<file path="config.mk">
export PLATFORM = sky130hd
export DESIGN_NAME = reset_event_ctrl
export DESIGN_NICKNAME = d
export VERILOG_FILES = /design/src/rtl/rec_pkg.sv /design/src/rtl/rec_sticky.sv /design/src/rtl/rec_wonce.sv /design/src/rtl/rec_escal.sv /design/src/rtl/reset_event_ctrl.sv
export SDC_FILE = /design/constraint.sdc
export NUM_CORES = 1
export LEC_CHECK = 0
export BUFFER_PORTS_ARGS = -buffer_cell sky130_fd_sc_hd__buf_4
export CORE_MARGIN = 4
export CORE_UTILIZATION = 50
export DETAILED_ROUTE_END_ITERATION = 12
export GPL_TIMING_DRIVEN = 0
export PLACE_DENSITY = 0.73
export SLEW_MARGIN = 0
export SYNTH_ARGS = -nofsm -noshare
export SYNTH_HDL_FRONTEND = slang
export SYNTH_SLANG_ARGS = --single-unit
</file>
<file path="constraint.sdc">
create_clock -name clk -period 5.4 [get_ports clk]
set_input_delay 1.08 -clock clk [delete_from_list [all_inputs] [get_ports clk]]
set_output_delay 1.08 -clock clk [all_outputs]
set_load 0.01 [all_outputs]
</file>
<file path="src/rtl/rec_pkg.sv">
package rec_pkg;
  typedef enum logic [2:0] {
    RA_FSTAT = 3'd0,
    RA_DSTAT = 3'd1,
    RA_FDIS  = 3'd2,
    RA_FTHR  = 3'd3,
    RA_DTHR  = 3'd4,
    RA_TMO   = 3'd5,
    RA_CNT   = 3'd6,
    RA_NONE  = 3'd7
  } reg_addr_e;

  localparam int DST_POR = 0;
  localparam int DST_ESC = 1;
  localparam int DST_SRC = 2;
endpackage

</file>
<file path="src/rtl/rec_sticky.sv">
module rec_sticky #(
  parameter int          W       = 8,
  parameter logic [W-1:0] RST_VAL = '0
) (
  input  logic         clk,
  input  logic         por_n,
  input  logic [W-1:0] set_i,
  input  logic [W-1:0] clr_i,
  output logic [W-1:0] stat_o
);
  // set dominates clear so an active source reasserts immediately
  function automatic logic [W-1:0] next_flags(input logic [W-1:0] cur,
                                              input logic [W-1:0] clr,
                                              input logic [W-1:0] set);
    return (cur & ~clr) | set;
  endfunction

  always_ff @(posedge clk or negedge por_n) begin
    if (!por_n) stat_o <= RST_VAL;
    else        stat_o <= next_flags(stat_o, clr_i, set_i);
  end
endmodule

</file>
<file path="src/rtl/rec_wonce.sv">
module rec_wonce #(
  parameter int            DW        = 16,
  parameter logic [DW-1:0] KEEP_MASK = '1
) (
  input  logic            clk,
  input  logic            por_n,
  input  logic            we_i,
  input  logic [DW/8-1:0] be_i,
  input  logic [DW-1:0]   wdata_i,
  output logic [DW-1:0]   q_o
);
  localparam int NB = DW / 8;

  for (genvar b = 0; b < NB; b++) begin : g_byte
    logic used_q;
    always_ff @(posedge clk or negedge por_n) begin
      if (!por_n) begin
        used_q        <= 1'b0;
        q_o[b*8 +: 8] <= '0;
      end else if (we_i && be_i[b] && !used_q) begin
        used_q        <= 1'b1;
        q_o[b*8 +: 8] <= wdata_i[b*8 +: 8] & KEEP_MASK[b*8 +: 8];
      end
    end
  end
endmodule

</file>
<file path="src/rtl/rec_escal.sv">
module rec_escal #(
  parameter int CW = 4
) (
  input  logic          clk,
  input  logic          por_n,
  input  logic          f_take_i,
  input  logic          d_occ_i,
  input  logic          fthr_we_i,
  input  logic          dthr_we_i,
  input  logic [CW-1:0] wdata_i,
  output logic [CW-1:0] fthr_o,
  output logic [CW-1:0] dthr_o,
  output logic [CW-1:0] fcnt_o,
  output logic [CW-1:0] dcnt_o,
  output logic          f_hit_o,
  output logic          lock_o
);
  function automatic logic reached(input logic [CW-1:0] cnt, input logic [CW-1:0] thr);
    return (thr != '0) && (cnt >= thr);
  endfunction

  function automatic logic [CW-1:0] bump(input logic [CW-1:0] cnt);
    return (cnt == '1) ? cnt : cnt + 1'b1;
  endfunction

  logic fopen_q, dopen_q, d_hit;

  assign f_hit_o = reached(fcnt_o, fthr_o);
  assign d_hit   = reached(dcnt_o, dthr_o);

  always_ff @(posedge clk or negedge por_n) begin
    if (!por_n) begin
      fthr_o  <= '0;
      dthr_o  <= '0;
      fcnt_o  <= '0;
      dcnt_o  <= '0;
      lock_o  <= 1'b0;
      fopen_q <= 1'b1;
      dopen_q <= 1'b1;
    end else begin
      if (fthr_we_i && fopen_q) begin
        fthr_o  <= wdata_i;
        fopen_q <= 1'b0;
      end
      if (d_occ_i) fopen_q <= 1'b1;
      if (dthr_we_i && dopen_q) begin
        dthr_o  <= wdata_i;
        dopen_q <= 1'b0;
      end
      if (d_occ_i) begin
        fcnt_o <= '0;
        if (d_hit) lock_o <= 1'b1;
        else       dcnt_o <= bump(dcnt_o);
      end else if (f_take_i) begin
        fcnt_o <= bump(fcnt_o);
      end
    end
  end
endmodule

</file>
<file path="src/rtl/reset_event_ctrl.sv">
module reset_event_ctrl
  import rec_pkg::*;
#(
  parameter int            DW           = 16,
  parameter int            NF           = 16,
  parameter int            ND           = 6,
  parameter int            CW           = 4,
  parameter int            TW           = 8,
  parameter logic [DW-1:0] IRQ_SRC_MASK = 16'h0101
) (
  input  logic            clk,
  input  logic            por_n,
  input  logic [NF-1:0]   func_evt,
  input  logic [ND-1:0]   dest_evt,
  input  logic            entry_done,
  input  logic            bus_we,
  input  logic [2:0]      bus_addr,
  input  logic [DW/8-1:0] bus_be,
  input  logic [DW-1:0]   bus_wdata,
  output logic [DW-1:0]   bus_rdata,
  output logic            func_rst_req,
  output logic            dest_rst_req,
  output logic            alt_irq,
  output logic            dev_lock
);
  localparam int DSW = ND + DST_SRC;

  // named internal events
  logic [NF-1:0]  fstat;
  logic [DSW-1:0] dstat;
  logic [DW-1:0]  fdis_q;
  logic [NF-1:0]  fdis_eff;
  logic [CW-1:0]  fthr, dthr, fcnt, dcnt;
  logic [TW-1:0]  tmo_q, ent_cnt;
  logic           f_hit, f_occ, f_esc, f_take, tmo_hit, d_occ;
  logic           wr_fstat, wr_dstat, wr_fdis, wr_fthr, wr_dthr, wr_tmo;
  logic [DSW-1:0] dset;

  assign wr_fstat = bus_we && (bus_addr == RA_FSTAT);
  assign wr_dstat = bus_we && (bus_addr == RA_DSTAT);
  assign wr_fdis  = bus_we && (bus_addr == RA_FDIS);
  assign wr_fthr  = bus_we && (bus_addr == RA_FTHR);
  assign wr_dthr  = bus_we && (bus_addr == RA_DTHR);
  assign wr_tmo   = bus_we && (bus_addr == RA_TMO);

  assign fdis_eff = fdis_q[NF-1:0];
  assign f_occ    = |(func_evt & ~fdis_eff);
  assign f_esc    = f_occ && f_hit;
  assign tmo_hit  = func_rst_req && !entry_done && (tmo_q != '0) && (ent_cnt == tmo_q);
  assign d_occ    = (|dest_evt) || f_esc || tmo_hit;
  assign f_take   = f_occ && !d_occ;
  assign dset     = {dest_evt, (f_esc || tmo_hit), 1'b0};
  assign alt_irq  = |(fstat & fdis_eff);

  rec_sticky #(.W(NF), .RST_VAL('0)) u_fstat (
    .clk(clk), .por_n(por_n), .set_i(func_evt),
    .clr_i(wr_fstat ? bus_wdata[NF-1:0] : '0), .stat_o(fstat)
  );

  rec_sticky #(.W(DSW), .RST_VAL(DSW'(1))) u_dstat (
    .clk(clk), .por_n(por_n), .set_i(dset),
    .clr_i(wr_dstat ? bus_wdata[DSW-1:0] : '0), .stat_o(dstat)
  );

  rec_wonce #(.DW(DW), .KEEP_MASK(IRQ_SRC_MASK)) u_fdis (
    .clk(clk), .por_n(por_n), .we_i(wr_fdis), .be_i(bus_be),
    .wdata_i(bus_wdata), .q_o(fdis_q)
  );

  rec_escal #(.CW(CW)) u_escal (
    .clk(clk), .por_n(por_n), .f_take_i(f_take), .d_occ_i(d_occ),
    .fthr_we_i(wr_fthr), .dthr_we_i(wr_dthr), .wdata_i(bus_wdata[CW-1:0]),
    .fthr_o(fthr), .dthr_o(dthr), .fcnt_o(fcnt), .dcnt_o(dcnt),
    .f_hit_o(f_hit), .lock_o(dev_lock)
  );

  always_ff @(posedge clk or negedge por_n) begin
    if (!por_n) begin
      func_rst_req <= 1'b0;
      dest_rst_req <= 1'b0;
      ent_cnt      <= '0;
      tmo_q        <= '0;
    end else begin
      dest_rst_req <= d_occ;
      if (wr_tmo) tmo_q <= bus_wdata[TW-1:0];
      if (d_occ)           func_rst_req <= 1'b0;
      else if (f_take)     func_rst_req <= 1'b1;
      else if (entry_done) func_rst_req <= 1'b0;
      if (!func_rst_req || d_occ || f_take || entry_done) ent_cnt <= '0;
      else                                                ent_cnt <= ent_cnt + 1'b1;
    end
  end

  always_comb begin
    unique case (bus_addr)
      RA_FSTAT: bus_rdata = DW'(fstat);
      RA_DSTAT: bus_rdata = DW'(dstat);
      RA_FDIS:  bus_rdata = fdis_q;
      RA_FTHR:  bus_rdata = DW'(fthr);
      RA_DTHR:  bus_rdata = DW'(dthr);
      RA_TMO:   bus_rdata = DW'(tmo_q);
      RA_CNT:   bus_rdata = DW'({dcnt, fcnt});
      default:  bus_rdata = '0;
    endcase
  end
endmodule

</file>
==> flow_summary.yaml <==
run_status:
  status: "finished, final reports clean"
place:
  gp_congestion: 0.870
  placed_area_um2: 4050
  port_buffers: 65
  hpwl_um: 6380
hold_path:
  hp-start: "u_escal.dopen_q"
  hold_path_class: "flip-flop to flip-flop"
  hold_end: "u_escal.dopen_q"
  whs_path_depth: 2
grt:
  grt_usage_pct: 21.5
  antenna_found_initial: 0
  overflow: 0
  grt_max_degree: 66
  grt_pass1_wl_um: 14000
  grt_pass1_vias: 2777
timing:
  tightest_slew_ns: 0.816
  fin_skew_ns: 0.00447
  period_needed_ns: 3.60
  rsz0062_at_grt: "false"
  fmax_mhz: 278
  fin_crit_sh_pct: 66.7
  setup_tns_ns: 0
  slew_headroom_pct: 45.6
  finalHoldViolations: 0
  slew_violations: 0
  setup_viol: 0
logic_synthesis:
  syn_area_um2: 3460
  yosysSeqAreaShare_pct: 47.1
  yosysTopAreaCell: "dfrtp_1"
  yosys_warnings: 0
  synth.top_cell.area_share_pct: 44.8
  synth.area.top_cells: "dfrtp_1 (45%), mux2_2 (5.9%), a21o_1 (4.6%)"
  ys_seq_elements: 65
  ys_async_sr_fraction_pct: 100
  synth.distinct_cells: 51
  syn_avg_cell_area_um2: 10.5
  synth_ff_type: "dfrtp_1"
  netlist_instances: 331
  synth_edf_count: 0
  syn_nets: 389
final_layout:
  multi_input_area_um2: 1700
  drive_above_1_share_pct: 29.9
  fin_area_um2: 4240
  n_fill_cell: 588
  area_delta_synth_final_pct: 22.3
  finish.utilization_pct: 62.7
  seq_area_um2: 1630
  nets: 465
  antenna_cells: 0
power:
  p_leak_uw: 0.00185
  powerDensity_nw_per_um2: 310
  finalPower_uw: 1310
  peakVddDrop_uv: 160
worst_setup_path:
  crit_fanout: 10
  crit_top_cell: "clkbuf_1"
  crit_arrival_ns: 2.52
  path_cells: "buf_2 > clkbuf_1 > clkbuf_1 > a311oi_1 > a21oi_1 > buf_4"
  path_delay_family: "buffers and inverters"
  startpoint_type: "input port"
  cp_slowest_stage_delay_ns: 0.42
  path_depth: 6
  r2r_start: "u_escal.dcnt_o[0]"
  r2r_cells: 8
  r2r-end: "u_escal.dcnt_o[1]"
  cp.required_ns: 4.32
  criticalPathCategory: "input port to output pin"
  end_kind: "output pin"
  rrSetupSlack_ns: 3.17
  path_buf_inv: 4
  crit_slowest_cell: "clkbuf_1"
die:
  die_h_um: 91.2
  die_area_um2: 8320
  placementRows: 30
  core_um2: 6760
  io_pins: 67
  start_util_pct: 51.3
  die_w_um: 91.2
clock_network:
  ctsHoldBuffers: 0
  cts.path.max_buffers: 2
  clk_latency_ns: 0.35
  cts.sinks: 65
  cts-root-buf: "clkbuf_8"
  ctsResizeCount: 0
  numCtsBuffers: 9
  cts_tree: "yes"
  htree_levels: 3
  postCtsSetupRepairBufs: 0
  clkTransAtPathRegs_ns: 0.07
routing:
  drc_errors: 0
  first_pass_iters: 4
  ant_nets: 0
  wl_per_cell_um: 17.3
  drt-total-wl_um: 8490
  first_iter_violations: 215
  vias: 2750
  viasPerCell: 5.60
run:
  drv_cap: 0
==> metal layers <==
layer,up-vias,track usage (%),wire length (µm),part of all wire (%)
li1,1321,-,-,-
met5,-,0,0,0
met4,0,5.28,119,1.4
met1,1353,27.9,3790,45
met2,61,35.8,4220,50
met3,15,5.63,359,4.2
==> Yosys cell counts, types with 2 or more instances <==
cell,instances
dfrtp_1,62
dfstp_2,3
mux2i_1,9
and2_1,9
nor2_1,26
a21o_2,2
a22oi_1,2
a21oi_1,10
nand4_1,3
and3_1,3
mux2_2,18
buf_2,4
inv_1,14
nor2b_1,8
a21o_1,21
clkbuf_8,2
o21ai_0,5
a211o_1,2
clkbuf_1,4
ha_1,11
nand2b_1,4
xor2_1,12
nor3_2,2
or4_1,2
a31oi_1,7
mux4_2,2
o211ai_1,2
nor3_1,6
nand2_1,31
nand3_1,17
a22o_1,2
xnor2_1,3
nor4_1,5
==> worst register-to-register path, stage by stage, from the launching register on <==
cell,delay (ns)
dfrtp_1,0.43
inv_1,0.06
ha_1,0.26
nand2b_1,0.15
a21o_1,0.18
a211o_1,0.28
o211ai_1,0.25
nand3_2,0.19
mux2_1,0.33
==> layout make-up <==
cell class,count,share of cell area [%]
plain buffers,12,1.83
clock inverters,6,1.42
repair buffers,65,11.5
well taps,80,2.36
multi-input cells,240,40.2
flip-flops and latches,65,38.5
inverters,14,1.24
clock buffers,9,2.92
==> state kept, by name, summed over array words and instances (netlist names), 2 cells and up <==
signal                flops
u_fdis.g_byte.used_q      2
u_escal.dcnt_o            4
tmo_q                     8
u_dstat.stat_o            8
u_fstat.stat_o           16
u_fdis.q_o                2
u_escal.fthr_o            4
u_escal.dthr_o            4
u_escal.fcnt_o            4
ent_cnt                   8
==> per-stage QoR <==
| stage | hold WS, ns | std cells | setup slack [ns] |
|---|---|---|---|
| after floorplan | 0.421 | 331 | 2.18 |
| after detailed placement | 0.436 | 476 | 1.80 |
| final | 0.454 | 491 | 1.80 |
| after global routing | 0.479 | 491 | 1.61 |
| after CTS | 0.450 | 491 | 1.81 |
| after global placement | 0.428 | 476 | 1.83 |
==> placed cells by master, fill, tap and decap left out, types with 2 or more instances in the layout <==
| cell | count |
|---|---|
| o21ai_0 | 5 |
| o211ai_1 | 2 |
| nand2b_1 | 4 |
| buf_4 | 65 |
| buf_2 | 4 |
| a21o_1 | 21 |
| clkinv_2 | 3 |
| and2_1 | 9 |
| mux2_2 | 18 |
| a22o_1 | 2 |
| clkinvlp_4 | 2 |
| clkbuf_1 | 4 |
| nor3_2 | 2 |
| mux4_2 | 2 |
| mux2i_1 | 9 |
| nor2b_1 | 8 |
| and3_1 | 3 |
| nor2_1 | 26 |
| nand2_1 | 31 |
| a211o_1 | 2 |
| dfrtp_1 | 62 |
| xor2_1 | 12 |
| or4_1 | 2 |
| inv_1 | 14 |
| ha_1 | 11 |
| nor4_1 | 5 |
| nand4_1 | 3 |
| nand3_1 | 17 |
| dfstp_2 | 3 |
| nor3_1 | 6 |
| a31oi_1 | 7 |
| a21oi_1 | 10 |
| a22oi_1 | 2 |
| a21o_2 | 2 |
| xnor2_1 | 3 |
| clkbuf_8 | 11 |
==> worst max path at each step <==
stage | start | to | slack (ns)
floorplan | bus_addr[2] | bus_rdata[3] | 2.18
global placement | bus_addr[2] | bus_rdata[3] | 1.83
detailed placement | bus_addr[2] | bus_rdata[3] | 1.80
CTS | bus_addr[2] | bus_rdata[3] | 1.81
global route | bus_addr[2] | bus_rdata[3] | 1.61
finish | bus_addr[2] | bus_rdata[3] | 1.80
==> kinds of logic after synthesis <==
| kind of cell | after synthesis | share of synthesized area, % |
|---|---|---|
| xor+xnor | 15 | 3.79 |
| mux | 30 | 10.1 |
| buf+inv | 26 | 3.76 |
| fa+ha+maj | 11 | 3.97 |
| flops | 65 | 47.1 |
| compound gates | 63 | 13.2 |
| simple gates | 121 | 18.1 |
==> power breakdown <==
part / total (µW) / internal (µW) / switching, µW
sequential: 610 / 544 / 66.5
combinational: 309 / 163 / 146
clock: 395 / 208 / 187
No activity file was read; power rests on OpenSTA's default activity.
